==> config.mk <==
export PLATFORM = sky130hd
export DESIGN_NAME = spec_state_array
export DESIGN_NICKNAME = d
export VERILOG_FILES = /design/src/rtl/spec_state_pkg.sv /design/src/rtl/state_store.sv /design/src/rtl/bulk_sequencer.sv /design/src/rtl/spec_state_array.sv
export SDC_FILE = /design/constraint.sdc
export NUM_CORES = 1
export LEC_CHECK = 0
export CORE_MARGIN = 1
export CORE_UTILIZATION = 57
export CTS_CLUSTER_SIZE = 10
export DETAILED_ROUTE_END_ITERATION = 8
export PLACE_DENSITY_LB_ADDON = 0.3
export SLEW_MARGIN = 10
export SYNTH_ARGS = -nofsm -noshare
export SYNTH_HDL_FRONTEND = slang
export SYNTH_SLANG_ARGS = --single-unit
==> constraint.sdc <==
create_clock -name clk -period 1.7 [get_ports clk]
set_input_delay 0.17 -clock clk [delete_from_list [all_inputs] [get_ports clk]]
set_output_delay 0.17 -clock clk [all_outputs]
set_load 0.05 [all_outputs]
==> src/rtl/spec_state_pkg.sv <==
package spec_state_pkg;

  localparam int STATE_W = 3;
  localparam int SPEC_BIT = 2;

  typedef logic [STATE_W-1:0] lineState_t;

  localparam lineState_t ST_I  = 3'b000;
  localparam lineState_t ST_S  = 3'b001;
  localparam lineState_t ST_M  = 3'b010;
  localparam lineState_t ST_XP = 3'b100;
  localparam lineState_t ST_US = 3'b101;
  localparam lineState_t ST_UM = 3'b110;

  typedef enum logic [1:0] {
    CMD_NONE     = 2'b00,
    CMD_OPEN     = 2'b01,
    CMD_CLOSE    = 2'b10,
    CMD_ABANDON  = 2'b11
  } bulkCmd_t;

  // strobes from the sequencer to the storage
  typedef struct packed {
    logic       clrAll;     // clear tgtBit in every word
    logic       clrMasked;  // clear tgtBit where mskBit is set
    logic [1:0] tgtBit;
    logic [1:0] mskBit;
  } bulkStrobe_t;

endpackage

==> src/rtl/state_store.sv <==
module state_store
  import spec_state_pkg::*;
#(
  parameter int LINES = 64,
  parameter int IDX_W = 6
) (
  input  logic        clk,
  input  logic        rst_n,
  input  bulkStrobe_t strobe,
  input  logic        wrEn,
  input  logic [IDX_W-1:0] wrIdx,
  input  lineState_t  wrState,
  input  logic [IDX_W-1:0] rdIdx,
  output lineState_t  rdState
);

  lineState_t words [LINES];

  for (genvar g = 0; g < LINES; g++) begin : g_word
    always_ff @(posedge clk) begin
      if (!rst_n) begin
        words[g] <= ST_I;
      end else if (strobe.clrAll) begin
        words[g][strobe.tgtBit] <= 1'b0;
      end else if (strobe.clrMasked) begin
        if (words[g][strobe.mskBit]) words[g][strobe.tgtBit] <= 1'b0;
      end else if (wrEn && (wrIdx == IDX_W'(g))) begin
        words[g] <= wrState;
      end
    end
  end

  assign rdState = words[rdIdx];

  // column-wise OR: is any line holding each bit
  logic [STATE_W-1:0] colAny;
  always_comb begin
    colAny = '0;
    for (int i = 0; i < LINES; i++) colAny = colAny | words[i];
  end

  AST_BULK_CLEARS: assert property (@(posedge clk) disable iff (!rst_n)
    strobe.clrAll |=> !colAny[$past(strobe.tgtBit)]) else $error("bulk clear left a bit set");

  AST_WRITE_EXCLUSIVE: assert property (@(posedge clk) disable iff (!rst_n)
    !(wrEn && (strobe.clrAll || strobe.clrMasked))) else $error("write during bulk step");

endmodule

==> src/rtl/bulk_sequencer.sv <==
module bulk_sequencer
  import spec_state_pkg::*;
(
  input  logic        clk,
  input  logic        rst_n,
  input  logic        cmdValid,
  input  bulkCmd_t    cmdCode,
  output logic        cmdReady,
  output logic        busy,
  output bulkStrobe_t strobe
);

  localparam int STEP_W = 2;
  localparam logic [STEP_W-1:0] ABANDON_LAST = 2'd2;

  logic             active;
  bulkCmd_t         curCmd;
  logic [STEP_W-1:0] step;
  logic             slotFull;
  bulkCmd_t         slotCmd;

  logic cmdLive, accept, lastStep;

  assign cmdReady = !slotFull;
  assign cmdLive  = cmdValid && (cmdCode != CMD_NONE);
  assign accept   = cmdLive && cmdReady;
  assign lastStep = active && ((curCmd != CMD_ABANDON) || (step == ABANDON_LAST));
  assign busy     = active;

  always_ff @(posedge clk) begin
    if (!rst_n) begin
      active   <= 1'b0;
      curCmd   <= CMD_NONE;
      step     <= '0;
      slotFull <= 1'b0;
      slotCmd  <= CMD_NONE;
    end else if (!active) begin
      if (accept) begin
        active <= 1'b1;
        curCmd <= cmdCode;
        step   <= '0;
      end
    end else if (lastStep) begin
      step <= '0;
      if (slotFull) begin
        curCmd   <= slotCmd;
        slotFull <= 1'b0;
      end else if (accept) begin
        curCmd <= cmdCode;
      end else begin
        active <= 1'b0;
      end
    end else begin
      step <= step + 1'b1;
      if (accept) begin
        slotFull <= 1'b1;
        slotCmd  <= cmdCode;
      end
    end
  end

  always_comb begin
    strobe = '0;
    if (active) begin
      if (curCmd == CMD_ABANDON && step == 2'd0) begin
        strobe.clrMasked = 1'b1;
        strobe.mskBit    = 2'(SPEC_BIT);
        strobe.tgtBit    = 2'd1;
      end else if (curCmd == CMD_ABANDON && step == 2'd1) begin
        strobe.clrMasked = 1'b1;
        strobe.mskBit    = 2'(SPEC_BIT);
        strobe.tgtBit    = 2'd0;
      end else begin
        strobe.clrAll = 1'b1;
        strobe.tgtBit = 2'(SPEC_BIT);
      end
    end
  end

  AST_SLOT_NEEDS_BUSY: assert property (@(posedge clk) disable iff (!rst_n)
    slotFull |-> active) else $error("slot full while idle");

  AST_ONE_PRIMITIVE: assert property (@(posedge clk) disable iff (!rst_n)
    $onehot0({strobe.clrAll, strobe.clrMasked})) else $error("two primitives at once");

  AST_ABANDON_ORDER: assert property (@(posedge clk) disable iff (!rst_n)
    (strobe.clrMasked && strobe.tgtBit == 2'd0) |=> strobe.clrAll) else $error("plain clear missing after masks");

  AST_BUSY_ENDS_ON_CLEAR: assert property (@(posedge clk) disable iff (!rst_n)
    $fell(active) |-> $past(strobe.clrAll)) else $error("busy ended without final clear");

endmodule

==> src/rtl/spec_state_array.sv <==
module spec_state_array
  import spec_state_pkg::*;
#(
  parameter  int LINES = 64,
  localparam int IDX_W = (LINES > 1) ? $clog2(LINES) : 1
) (
  input  logic             clk,
  input  logic             rst_n,
  input  logic             cmdValid,
  input  logic [1:0]       cmdCode,
  output logic             cmdReady,
  output logic             busy,
  input  logic             wrEn,
  input  logic [IDX_W-1:0] wrIdx,
  input  logic [2:0]       wrState,
  input  logic [IDX_W-1:0] rdIdx,
  output logic [2:0]       rdState
);

  bulkStrobe_t strobe;
  logic        wrGated;

  assign wrGated = wrEn && !busy;

  bulk_sequencer seq_i (
    .clk      (clk),
    .rst_n    (rst_n),
    .cmdValid (cmdValid),
    .cmdCode  (bulkCmd_t'(cmdCode)),
    .cmdReady (cmdReady),
    .busy     (busy),
    .strobe   (strobe)
  );

  state_store #(.LINES(LINES), .IDX_W(IDX_W)) store_i (
    .clk     (clk),
    .rst_n   (rst_n),
    .strobe  (strobe),
    .wrEn    (wrGated),
    .wrIdx   (wrIdx),
    .wrState (wrState),
    .rdIdx   (rdIdx),
    .rdState (rdState)
  );

  AST_IDLE_READY: assert property (@(posedge clk) disable iff (!rst_n)
    !busy |-> cmdReady) else $error("not ready while idle");

endmodule

==> insert_results.sql, run 1 <==
INSERT INTO impl_metrics (metric_group, metric, value, unit) VALUES
('run_status', 'status', 'finished, violations left', ''),
('run_status', 'violations', 'setup timing', ''),
('yosys', 'ys_warn_count', '0', ''),
('yosys', 'synth_simple_gate_area_share', '28.5', '%'),
('global_route', 'global_route.usage.total', '35.2', '%'),
('yosys', 'seq_area_frac_synth', '52.8', '%'),
('die', 'rows', '50', ''),
('clock_network', 'tritoncts', 'built', ''),
('power', 'netSwitchingFraction', '27.9', '%'),
('setup_path', 'required', '1530', 'ps'),
('yosys', 'post_synth_inst_count', '1075', ''),
('clock_network', 'cts.sink_count', '200', ''),
('yosys', 'post_synth_xor_area_fraction', '0', '%'),
('sta', 'unrepaired_setup_endpoints_after_global_routing', 'yes', ''),
('setup_path', 'slowest_delay', '540', 'ps'),
('setup_path', 'startpoint_type', 'register', ''),
('clock_network', 'clock_insertion_delay_worst_skew', '460', 'ps'),
('die', 'floorplan.die_area', '20200', 'um2'),
('setup_path', 'worst-setup-path-type', 'reg -> out', ''),
('drt', 'drt-wirelength-per-cell', '32.6', 'um'),
('finish', 'insertedDiodeCount', '0', ''),
('clock_network', 'cts_inserted_buffers', '17', ''),
('die', 'number_of_top_level_pins', '26', ''),
('yosys', 'synth_top_cell_area_share', '51.4', '%'),
('finish', 'post_route_cells_drive_above_1_share', '45.3', '%'),
('drt', 'route.vias.total', '11300', ''),
('sta', 'fin_ws', '-879', 'ps'),
('die', 'core_area', '19000', 'um2'),
('power', 'peakVddDrop', '0.848', 'mV'),
('yosys', 'synth_flop_cell', 'sky130_fd_sc_hd__edfxtp_1', ''),
('sta', 'slew_violations', '0', ''),
('die', 'die_h', '142', 'um'),
('sta', 'max_clock_freq', '388', 'MHz'),
('power', 'power.combinational.fraction', '15.5', '%'),
('finish', 'fillerInstances', '844', ''),
('placement', 'gp_congestion', '0.884', ''),
('drt', 'drt.antenna.violating_nets', '0', ''),
('global_route', 'via_count_of_the_first_global_routing_pass', '9517', ''),
('yosys', 'synth.most_common_cell', 'sky130_fd_sc_hd__nand2_1', ''),
('placement', 'port_buffer_count', '25', ''),
('clock_network', 'cts.clk_slew.worst_paths', '80', 'ps'),
('finish', 'nets', '1247', ''),
('die', 'initial_utilization', '59.0', '%'),
('yosys', 'synth_top_area_cell', 'sky130_fd_sc_hd__edfxtp_1', ''),
('yosys', 'synth_enable_flop_cells', '192', ''),
('power', 'power_frac_seq', '48.4', '%'),
('sta', 'final_worst_path_period_share', '152', '%'),
('power', 'total_switching_power', '0.00332', 'W'),
('power', 'p_clk_share', '36.1', '%'),
('sta', 'finalSetupViolations', '291', ''),
('sta', 'finalWorstPathRequiredPeriod', '2580', 'ps'),
('yosys', 'ys_top_cells_by_count', 'sky130_fd_sc_hd__nand2_1 (269), sky130_fd_sc_hd__and3_1 (193), sky130_fd_sc_hd__edfxtp_1 (192)', ''),
('clock_network', 'htree_levels', '4', ''),
('power', 'power.internal', '0.00856', 'W'),
('yosys', 'synth.area.top_cells', 'sky130_fd_sc_hd__edfxtp_1 (51%), sky130_fd_sc_hd__and3_1 (11%), sky130_fd_sc_hd__nand2_1 (9.0%)', ''),
('setup_path', 'worstPathArrival', '2410', 'ps'),
('clock_network', 'ctsLongestPathBuffers', '2', ''),
('sta', 'fin_worst_skew', '14.8', 'ps'),
('global_route', 'initial_antenna_violation_count', '4', ''),
('yosys', 'asyncSetResetFlopFracSynth', '0', '%'),
('global_route', 'groute.layer.met3.usage', '7.91', '%'),
('drt', 'drc', '0', ''),
('placement', 'placement.setup.worst_slack', '-628', 'ps'),
('global_route', 'grt-busiest-layer', 'met2', ''),
('setup_path', 'path_buf_inv', '1', ''),
('yosys', 'syn_area_per_cell', '10.4', 'um2'),
('yosys', 'synth_top_family_by_area', 'simple AND/OR/NAND/NOR gates', ''),
('global_route', 'grt_start_max_net_pins', '105', ''),
('setup_path', 'worst-path-max-fanout', '1', ''),
('setup_path', 'cp_cell_sequence', 'mux4_2, mux2i_4, a32oi_1, o21ai_1, a211oi_2, a31o_4, buf_12', ''),
('sta', 'finalHoldViolCount', '0', '');
final cells by class:
type / instances / area [um2] / share of cell area (%)
multi-input combinational: 757 / 6290 / 39.3
clock buffer: 17 / 425 / 2.66
inverter: 4 / 17.5 / 0.110
tap: 260 / 325 / 2.03
sequential: 200 / 5930 / 37.1
clock inverter: 14 / 165 / 1.03
timing repair buffer: 243 / 2840 / 17.8
timing repair:
item                       4_1_cts  5_1_grt
pin swaps                       14       68
cloned                           9       27
buffers inserted                16       27
hold buffers                     0        0
gates resized for setup         81      344
setup endpoints to repair       71      184
registers in the layout, indices dropped and copies added (netlist names):
register	count
store_i.words	192
seq_i.curCmd	2
seq_i.slotCmd	2
seq_i.step	2
seq_i.busy	1
seq_i.slotFull	1
cells in the final DEF, fill, tap and decap left out, types with 8 or more instances in the layout:
| cell type | synthesis | routed |
|---|---|---|
| sky130_fd_sc_hd__and3_1 | 193 | 186 |
| sky130_fd_sc_hd__buf_12 | 0 | 33 |
| sky130_fd_sc_hd__buf_4 | 3 | 138 |
| sky130_fd_sc_hd__buf_6 | 4 | 23 |
| sky130_fd_sc_hd__clkbuf_16 | 0 | 38 |
| sky130_fd_sc_hd__clkdlybuf4s50_1 | 0 | 14 |
| sky130_fd_sc_hd__edfxtp_1 | 192 | 192 |
| sky130_fd_sc_hd__mux2i_1 | 14 | 13 |
| sky130_fd_sc_hd__mux4_1 | 17 | 12 |
| sky130_fd_sc_hd__mux4_2 | 29 | 34 |
| sky130_fd_sc_hd__nand2_1 | 269 | 135 |
| sky130_fd_sc_hd__nand2_2 | 0 | 57 |
| sky130_fd_sc_hd__nand2_4 | 0 | 66 |
| sky130_fd_sc_hd__nand2_8 | 0 | 11 |
| sky130_fd_sc_hd__nand3_1 | 133 | 43 |
| sky130_fd_sc_hd__nand3_2 | 0 | 87 |
| sky130_fd_sc_hd__nor2_1 | 19 | 14 |
| sky130_fd_sc_hd__nor2b_1 | 9 | 9 |
| sky130_fd_sc_hd__nor3_1 | 8 | 8 |
tightest hold or removal path: stages:
cell,delay (ps)
sky130_fd_sc_hd__buf_4,130
sky130_fd_sc_hd__buf_4,280
sky130_fd_sc_hd__nand2_1,120
sky130_fd_sc_hd__a21oi_1,40
logic make-up after synthesis:
kind of cell / Yosys count
mux: 66
fa+ha+maj: 3
flops: 200
compound gates: 37
simple gates: 651
buf+inv: 118
metrics by stage:
stage / instance area [um2] / util, % / TNS (ps)
floorplan: 11300 / - / -170
global placement: 12700 / 67.0 / -36280
detailed placement: 12700 / 67.0 / -39720
CTS: 14000 / 73.8 / -4570
global route: 16000 / 84.1 / -33400
finish: 16000 / 84.1 / -28110
path summary, 6_finish.rpt:
| path | from | end | slack, ps | depth (start not counted) |
|---|---|---|---|---|
| max | store_i.words[29][0] | rdState[0] | -880 | 7 |
| min | rst_n | seq_i.slotFull | 330 | 4 |
| max reg2reg | seq_i.busy | store_i.words[43][1] | -240 | 8 |
| min reg2reg | seq_i.slotCmd[0] | seq_i.slotCmd[0] | 560 | 2 |
layer usage:
metal | part of all wire [%] | vias up
met2 | 43 | 1310
li1 | - | 4242
met5 | 0.094 | -
met1 | 30 | 5230
met4 | 9.7 | 6
met3 | 17 | 465
power groups by stage:
stage	registers, W	logic (W)	clock network, W
2_1_floorplan	0.00576	0.000749	0
3_3_place_gp	0.00580	0.00128	0
3_5_place_dp	0.00581	0.00130	0
4_1_cts	0.00570	0.00141	0.00415
5_1_grt	0.00575	0.00187	0.00439
6_report	0.00575	0.00185	0.00429
No activity file was read; power rests on OpenSTA's default activity.
==> run 2: changes to the inputs <==
--- a/config.mk
+++ b/config.mk
@@ -5,7 +5,7 @@
 export SDC_FILE = /design/constraint.sdc
 export NUM_CORES = 1
 export LEC_CHECK = 0
-export CORE_MARGIN = 1
+export CORE_MARGIN = 4
 export CORE_UTILIZATION = 57
 export CTS_CLUSTER_SIZE = 10
 export DETAILED_ROUTE_END_ITERATION = 8
==> run 2 against run 1 <==
Effect of this change:
- the flow still finishes with violations (setup timing)
- worst hold slack better by 25 ps
- maximum frequency increased by 5.0%
- critical endpoint is now rdState[2]
- critical path type unchanged
- register-to-register slack better by 250 ps
==> insert_results.sql, run 2 (synthesized netlist as in run 1, its figures left out) <==
INSERT INTO impl_metrics (metric_group, metric, value, unit) VALUES
('run_status', 'status', 'finished, violations left', ''),
('run_status', 'violations', 'setup timing', ''),
('setup_path', 'critPathSlowestCell', 'sky130_fd_sc_hd__mux4_2', ''),
('drt', 'drc', '0', ''),
('sta', 'finalWorstPathRequiredPeriod', '2460', 'ps'),
('clock_network', 'cts.clk_slew.worst_paths', '80', 'ps'),
('clock_network', 'ctsLongestPathBuffers', '2', ''),
('setup_path', 'startpoint_type', 'register', ''),
('sta', 'fin_worst_skew', '12.1', 'ps'),
('global_route', 'global_route.usage.total', '28.2', '%'),
('finish', 'final_util', '72.1', '%'),
('finish', 'largest_register_ffs', '192', ''),
('placement', 'port_buffer_count', '25', ''),
('die', 'die_h', '148', 'um'),
('power', 'peakVddDrop', '0.750', 'mV'),
('sta', 'slew_violations', '0', ''),
('sta', 'finalSetupViolations', '3', ''),
('setup_path', 'cp_cell_sequence', 'mux4_2, mux2_4, nand3b_1, o21ai_1, o21ai_2, o21ai_4, buf_6', ''),
('sta', 'final_worst_path_period_share', '145', '%'),
('setup_path', 'slowest_delay', '530', 'ps'),
('hold_path', 'hp-start', 'rst_n', ''),
('placement', 'gp_congestion', '0.868', ''),
('finish', 'insertedDiodeCount', '0', ''),
('sta', 'fin_ws', '-757', 'ps'),
('clock_network', 'clock_insertion_delay_worst_skew', '450', 'ps'),
('finish', 'nets', '1200', ''),
('clock_network', 'post_cts_hold_buffer_count', '0', ''),
('die', 'rows', '51', ''),
('global_route', 'via_count_of_the_first_global_routing_pass', '8820', ''),
('die', 'initial_utilization', '57.8', '%'),
('run', 'max_cap_violations', '0', ''),
('drt', 'drt.antenna.violating_nets', '0', ''),
('drt', 'via_per_inst', '6.51', ''),
('finish', 'largest_register', 'store_i.words', ''),
('global_route', 'grt_overflow_total', '0', ''),
('global_route', 'grt_pass1_wl', '48.1', 'mm'),
('global_route', 'initial_antenna_violation_count', '0', ''),
('sta', 'max_clock_freq', '407', 'MHz'),
('finish', 'most_common_cell_after_layout_fill_and_taps_aside', 'sky130_fd_sc_hd__nand2_1', ''),
('setup_path', 'worst-setup-path-type', 'reg -> out', ''),
('drt', 'drt-wirelength-per-cell', '22.5', 'um'),
('power', 'power_per_cell_area', '786', 'nW/um2'),
('global_route', 'grt_start_max_net_pins', '137', ''),
('sta', 'setup_total_negative_slack', '-2180', 'ps'),
('clock_network', 'htree_levels', '4', ''),
('finish', 'areaGrowthSynthToFinish', '24.7', '%'),
('sta', 'unrepaired_setup_endpoints_after_global_routing', 'yes', ''),
('drt', 'finalWirelength', '32.7', 'mm'),
('hold_path', 'hold_path.class', 'in -> reg', ''),
('finish', 'storage_element_area', '5930', 'um2'),
('finish', 'final_cell_mix', 'sky130_fd_sc_hd__nand2_1 (227), sky130_fd_sc_hd__edfxtp_1 (192), sky130_fd_sc_hd__and3_1 (191)', ''),
('clock_network', 'cts.sink_count', '200', ''),
('drt', 'first_pass_iters', '5', ''),
('finish', 'fillerInstances', '1288', ''),
('setup_path', 'critPathCaptureType', 'output port', ''),
('finish', 'multi_input_area', '5260', 'um2'),
('setup_path', 'worst-path-max-fanout', '3', ''),
('sta', 'tightest_slew', '1200', 'ps'),
('sta', 'headroom_to_the_max_slew_limit', '19.8', '%'),
('placement', 'dp.final_hpwl', '19.6', 'mm'),
('finish', 'layoutNonFillerInstCount', '1454', ''),
('clock_network', 'clock-root-buffer', 'sky130_fd_sc_hd__clkbuf_16', ''),
('clock_network', 'cts_inserted_buffers', '17', ''),
('setup_path', 'r2r-start', 'seq_i.busy', ''),
('finish', 'post_route_cells_drive_above_1_share', '30.3', '%'),
('setup_path', 'required', '1530', 'ps'),
('placement', 'place_area', '12800', 'um2'),
('die', 'floorplan.die_area', '22000', 'um2'),
('drt', 'route.vias.total', '9462', ''),
('drt', 'initialDrtViolationCount', '1361', ''),
('die', 'core_area', '19400', 'um2'),
('die', 'floorplan.die.width', '148', 'um'),
('setup_path', 'critical_path_startpoint', 'store_i.words[49][2]', ''),
('setup_path', 'worstPathArrival', '2290', 'ps'),
('die', 'number_of_top_level_pins', '26', ''),
('power', 'power_leakage', '6.26', 'nW'),
('placement', 'dp.cells', '1408', ''),
('sta', 'finalHoldViolCount', '0', ''),
('finish', 'postLayoutCellArea', '14000', 'um2'),
('placement', 'placement.setup.worst_slack', '-693', 'ps'),
('clock_network', 'tritoncts', 'built', '');
-- run 2: cell types whose count changed in the layout (fill, tap and decap cells not counted), moves of 11 or more --
cell                        previous run  this run
sky130_fd_sc_hd__nand2_4              66         5
sky130_fd_sc_hd__nand2_2              57        37
sky130_fd_sc_hd__nand3_2              87        35
sky130_fd_sc_hd__clkbuf_16            38        22
sky130_fd_sc_hd__nand2_8              11         0
sky130_fd_sc_hd__nand2_1             135       227
sky130_fd_sc_hd__nand3_1              43        98
sky130_fd_sc_hd__buf_12               33        22
sky130_fd_sc_hd__buf_6                23         8
-- run 2: final cells by class --
| type | count | area share [%] |
|---|---|---|
| sequential | 200 | 42.4 |
| multi-input combinational | 757 | 37.6 |
| timing repair buffer | 196 | 13.6 |
| clock buffer | 17 | 3.04 |
| tap | 265 | 2.37 |
| clock inverter | 15 | 0.877 |
| inverter | 4 | 0.125 |
-- run 2: through the flow --
stage	total power (W)	hold slack [ps]
floorplan	0.00651	339
global placement	0.00708	505
detailed placement	0.00712	523
CTS	0.0109	344
global route	0.0113	388
finish	0.0110	353
-- run 2: path summary, 6_finish.rpt --
path,endpoint,slack [ps],depth (start not counted)
setup / recovery,rdState[2],-760,7
hold / removal,seq_i.slotFull,350,4
setup reg to reg,store_i.words[44][1],10,6
hold reg to reg,seq_i.slotFull,530,2
-- run 2: timing repair --
| item | 4_1_cts | 5_1_grt |
|---|---|---|
| buffers inserted | 2 | 5 |
| hold endpoints to repair | 0 | 0 |
| setup endpoints to repair | 66 | 160 |
| gates resized for setup | 20 | 111 |
| gates cloned | 1 | 6 |
| pin swaps | 3 | 10 |
-- run 2: critical path, delay by kind of cell, from the launching register on --
kind            cells  cell delay, ps
buf+inv             1             160
flops               1             440
mux                 2             820
simple gates        1              90
compound gates      3             340
-- run 2: metal layers --
layer	global-route usage, %	share of wire (%)	vias to the layer above	wire [um]
li1	-	-	4135	-
met2	46.3	49	679	16000
met1	38.1	37	4539	12000
met4	9.33	3.6	0	1160
met5	0	0	-	0
met3	5.73	11	109	3550
-- run 2: where the power goes --
| part | total [W] | internal, W | switching (W) |
|---|---|---|---|
| combinational | 0.00144 | 0.000630 | 0.000807 |
| clock | 0.00386 | 0.00191 | 0.00195 |
| sequential | 0.00570 | 0.00559 | 0.000114 |
| total | 0.0110 | 0.00813 | 0.00287 |
==> run 3: changes to the inputs <==
--- a/config.mk
+++ b/config.mk
@@ -5,8 +5,10 @@
 export SDC_FILE = /design/constraint.sdc
 export NUM_CORES = 1
 export LEC_CHECK = 0
+export CELL_PAD_IN_SITES_DETAIL_PLACEMENT = 1
+export CELL_PAD_IN_SITES_GLOBAL_PLACEMENT = 2
 export CORE_MARGIN = 4
-export CORE_UTILIZATION = 57
+export CORE_UTILIZATION = 38
 export CTS_CLUSTER_SIZE = 10
 export DETAILED_ROUTE_END_ITERATION = 8
 export PLACE_DENSITY_LB_ADDON = 0.3
==> constraint.sdc (replaced) <==
create_clock -name clk -period 2.05 [get_ports clk]
set_input_delay 0.205 -clock clk [delete_from_list [all_inputs] [get_ports clk]]
set_output_delay 0.205 -clock clk [all_outputs]
set_load 0.05 [all_outputs]
==> run 3 against run 2 <==
Effect of this change:
- the flow still finishes with violations (setup timing)
- clock power fell by 12%
- combinational power fell by 26%
- cell count rose by 3.1%
- register-to-register slack improved by 190 ps
- worst hold slack improved by 12 ps
- largest cell class unchanged
- highest routed layer unchanged
==> insert_results.sql, run 3 (synthesized netlist as in run 1, its figures left out) <==
INSERT INTO impl_metrics (metric_group, metric, value, unit) VALUES
('finish', 'largest_register_ffs', '192', ''),
('setup_path', 'required', '1850', 'ps'),
('global_route', 'global_route.usage.total', '21.3', '%'),
('clock_network', 'post_cts_hold_buffer_count', '0', ''),
('finish', 'post_route_cells_drive_above_1_share', '17.1', '%'),
('finish', 'areaGrowthSynthToFinish', '17.1', '%'),
('sta', 'fin_worst_skew', '10.9', 'ps'),
('setup_path', 'critPathCaptureType', 'output port', ''),
('clock_network', 'clock_insertion_delay_worst_skew', '440', 'ps'),
('global_route', 'grt_pass1_wl', '54.3', 'mm'),
('die', 'initial_utilization', '38.8', '%'),
('setup_path', 'startpoint_type', 'register', ''),
('run_status', 'violations', 'setup timing', ''),
('clock_network', 'cts.clk_slew.worst_paths', '80', 'ps'),
('setup_path', 'cp_cell_sequence', 'mux4_2, mux2i_1, a32oi_1, o21ai_1, a211oi_1, a31o_1, buf_6', ''),
('die', 'rows', '62', ''),
('clock_network', 'clock-root-buffer', 'sky130_fd_sc_hd__clkbuf_16', ''),
('finish', 'nets', '1126', ''),
('drt', 'drc', '0', ''),
('setup_path', 'critPathSlowestCell', 'sky130_fd_sc_hd__mux4_2', ''),
('run', 'max_cap_violations', '0', ''),
('finish', 'most_common_cell_after_layout_fill_and_taps_aside', 'sky130_fd_sc_hd__nand2_1', ''),
('hold_path', 'hold_path.class', 'in -> reg', ''),
('drt', 'route.vias.total', '8580', ''),
('placement', 'port_buffer_count', '25', ''),
('clock_network', 'cts.sink_count', '200', ''),
('placement', 'dp.final_hpwl', '22.0', 'mm'),
('sta', 'headroom_to_the_max_slew_limit', '57.9', '%'),
('global_route', 'initial_antenna_violation_count', '0', ''),
('placement', 'gp_congestion', '0.784', ''),
('power', 'power_per_cell_area', '701', 'nW/um2'),
('sta', 'unrepaired_setup_endpoints_after_global_routing', 'yes', ''),
('die', 'floorplan.die.width', '180', 'um'),
('drt', 'finalWirelength', '34.1', 'mm'),
('die', 'core_area', '28900', 'um2'),
('placement', 'dp.cells', '1466', ''),
('clock_network', 'tritoncts', 'built', ''),
('finish', 'layoutNonFillerInstCount', '1499', ''),
('global_route', 'grt_overflow_total', '0', ''),
('setup_path', 'worstPathArrival', '2290', 'ps'),
('global_route', 'grt_start_max_net_pins', '137', ''),
('global_route', 'via_count_of_the_first_global_routing_pass', '8957', ''),
('sta', 'timing.hold.ws', '366', 'ps'),
('setup_path', 'slowest_delay', '490', 'ps'),
('finish', 'largest_register', 'store_i.words', ''),
('sta', 'finalWorstPathRequiredPeriod', '2490', 'ps'),
('drt', 'initialDrtViolationCount', '791', ''),
('die', 'number_of_top_level_pins', '26', ''),
('clock_network', 'ctsLongestPathBuffers', '2', ''),
('drt', 'drt.antenna.violating_nets', '0', ''),
('finish', 'final_util', '45.4', '%'),
('sta', 'finalHoldViolCount', '0', ''),
('sta', 'tightest_slew', '631', 'ps'),
('run_status', 'status', 'finished, violations left', ''),
('drt', 'first_pass_iters', '5', ''),
('sta', 'fin_ws', '-441', 'ps'),
('power', 'power_leakage', '5.62', 'nW'),
('sta', 'slew_violations', '0', ''),
('finish', 'insertedDiodeCount', '0', ''),
('die', 'floorplan.die_area', '32300', 'um2'),
('placement', 'placement.setup.worst_slack', '-350', 'ps'),
('clock_network', 'cts_inserted_buffers', '17', ''),
('sta', 'setup_total_negative_slack', '-1300', 'ps'),
('sta', 'max_clock_freq', '401', 'MHz'),
('sta', 'final_worst_path_period_share', '122', '%'),
('die', 'die_h', '180', 'um'),
('drt', 'drt-wirelength-per-cell', '22.7', 'um'),
('clock_network', 'htree_levels', '4', ''),
('drt', 'via_per_inst', '5.72', ''),
('sta', 'finalSetupViolations', '3', ''),
('power', 'peakVddDrop', '0.599', 'mV'),
('setup_path', 'worst-path-max-fanout', '1', ''),
('setup_path', 'worst-setup-path-type', 'reg -> out', ''),
('finish', 'final_cell_mix', 'sky130_fd_sc_hd__nand2_1 (269), sky130_fd_sc_hd__and3_1 (192), sky130_fd_sc_hd__edfxtp_1 (192)', '');
-- run 3: cell count changes in the layout (fill, tap and decap cells not counted), sizes merged --
cell and delta:
clkinv -2, clkbuf -4, buf -71, inv +1, clkinvlp -1, dlymetal6s2s +1
clkdlybuf4s50 +1, bufinv +1
-- run 3: final timing paths --
kind                   startpoint                    to  slack [ps]  depth (start not counted)
max          store_i.words[30][0]            rdState[0]        -440                          7
min                         rst_n        seq_i.slotFull         370                          4
max reg2reg         seq_i.step[0]  store_i.words[19][0]         200                          7
min reg2reg        seq_i.slotFull        seq_i.slotFull         520                          2
-- run 3: routing by layer --
layer / routed length (um) / up-vias / track usage, %
li1: - / 3969 / -
met1: 15300 / 4354 / 29.5
met2: 16700 / 209 / 35.4
met3: 1350 / 48 / 2.67
met4: 714 / 0 / 5.97
met5: 0 / - / 0
-- run 3: power breakdown --
part           switching (W)  leakage (nW)  internal (W)  total (W)
clock                0.00168         0.275       0.00171    0.00339
combinational       0.000618          3.29      0.000450    0.00107
sequential          0.000109          2.06       0.00464    0.00475
-- run 3: repair_timing --
| action | CTS | global route |
|---|---|---|
| gates resized for setup | 14 | 2 |
| pin swaps | 7 | 1 |
| hold endpoints to repair | 0 | 0 |
| setup buffers | 0 | 1 |
| endpoints found under the setup margin | 3 | 4 |
-- run 3: metrics by stage --
step,power [W],area [um2]
5_1_grt,0.00952,13100
6_report,0.00921,13100
3_5_place_dp,0.00589,12600
3_3_place_gp,0.00587,12600
4_1_cts,0.00927,13100
2_1_floorplan,0.00538,11200
-- run 3: area by class of cell --
class / count / area, um2
clock buffers: 18 / 429
clock inverters: 14 / 138
well taps: 384 / 480
fillers: 3128 / 15800
inverters: 4 / 15.0
multi-input cells: 757 / 4860
repair buffers: 122 / 1290
flip-flops and latches: 200 / 5930
-- run 3: critical path, delay by kind of cell, from the launching register on --
kind | cells | cell delay (ps)
AOI/OAI and AO/OA | 4 | 560
buffers and inverters | 1 | 170
DFF | 1 | 400
muxes | 2 | 710
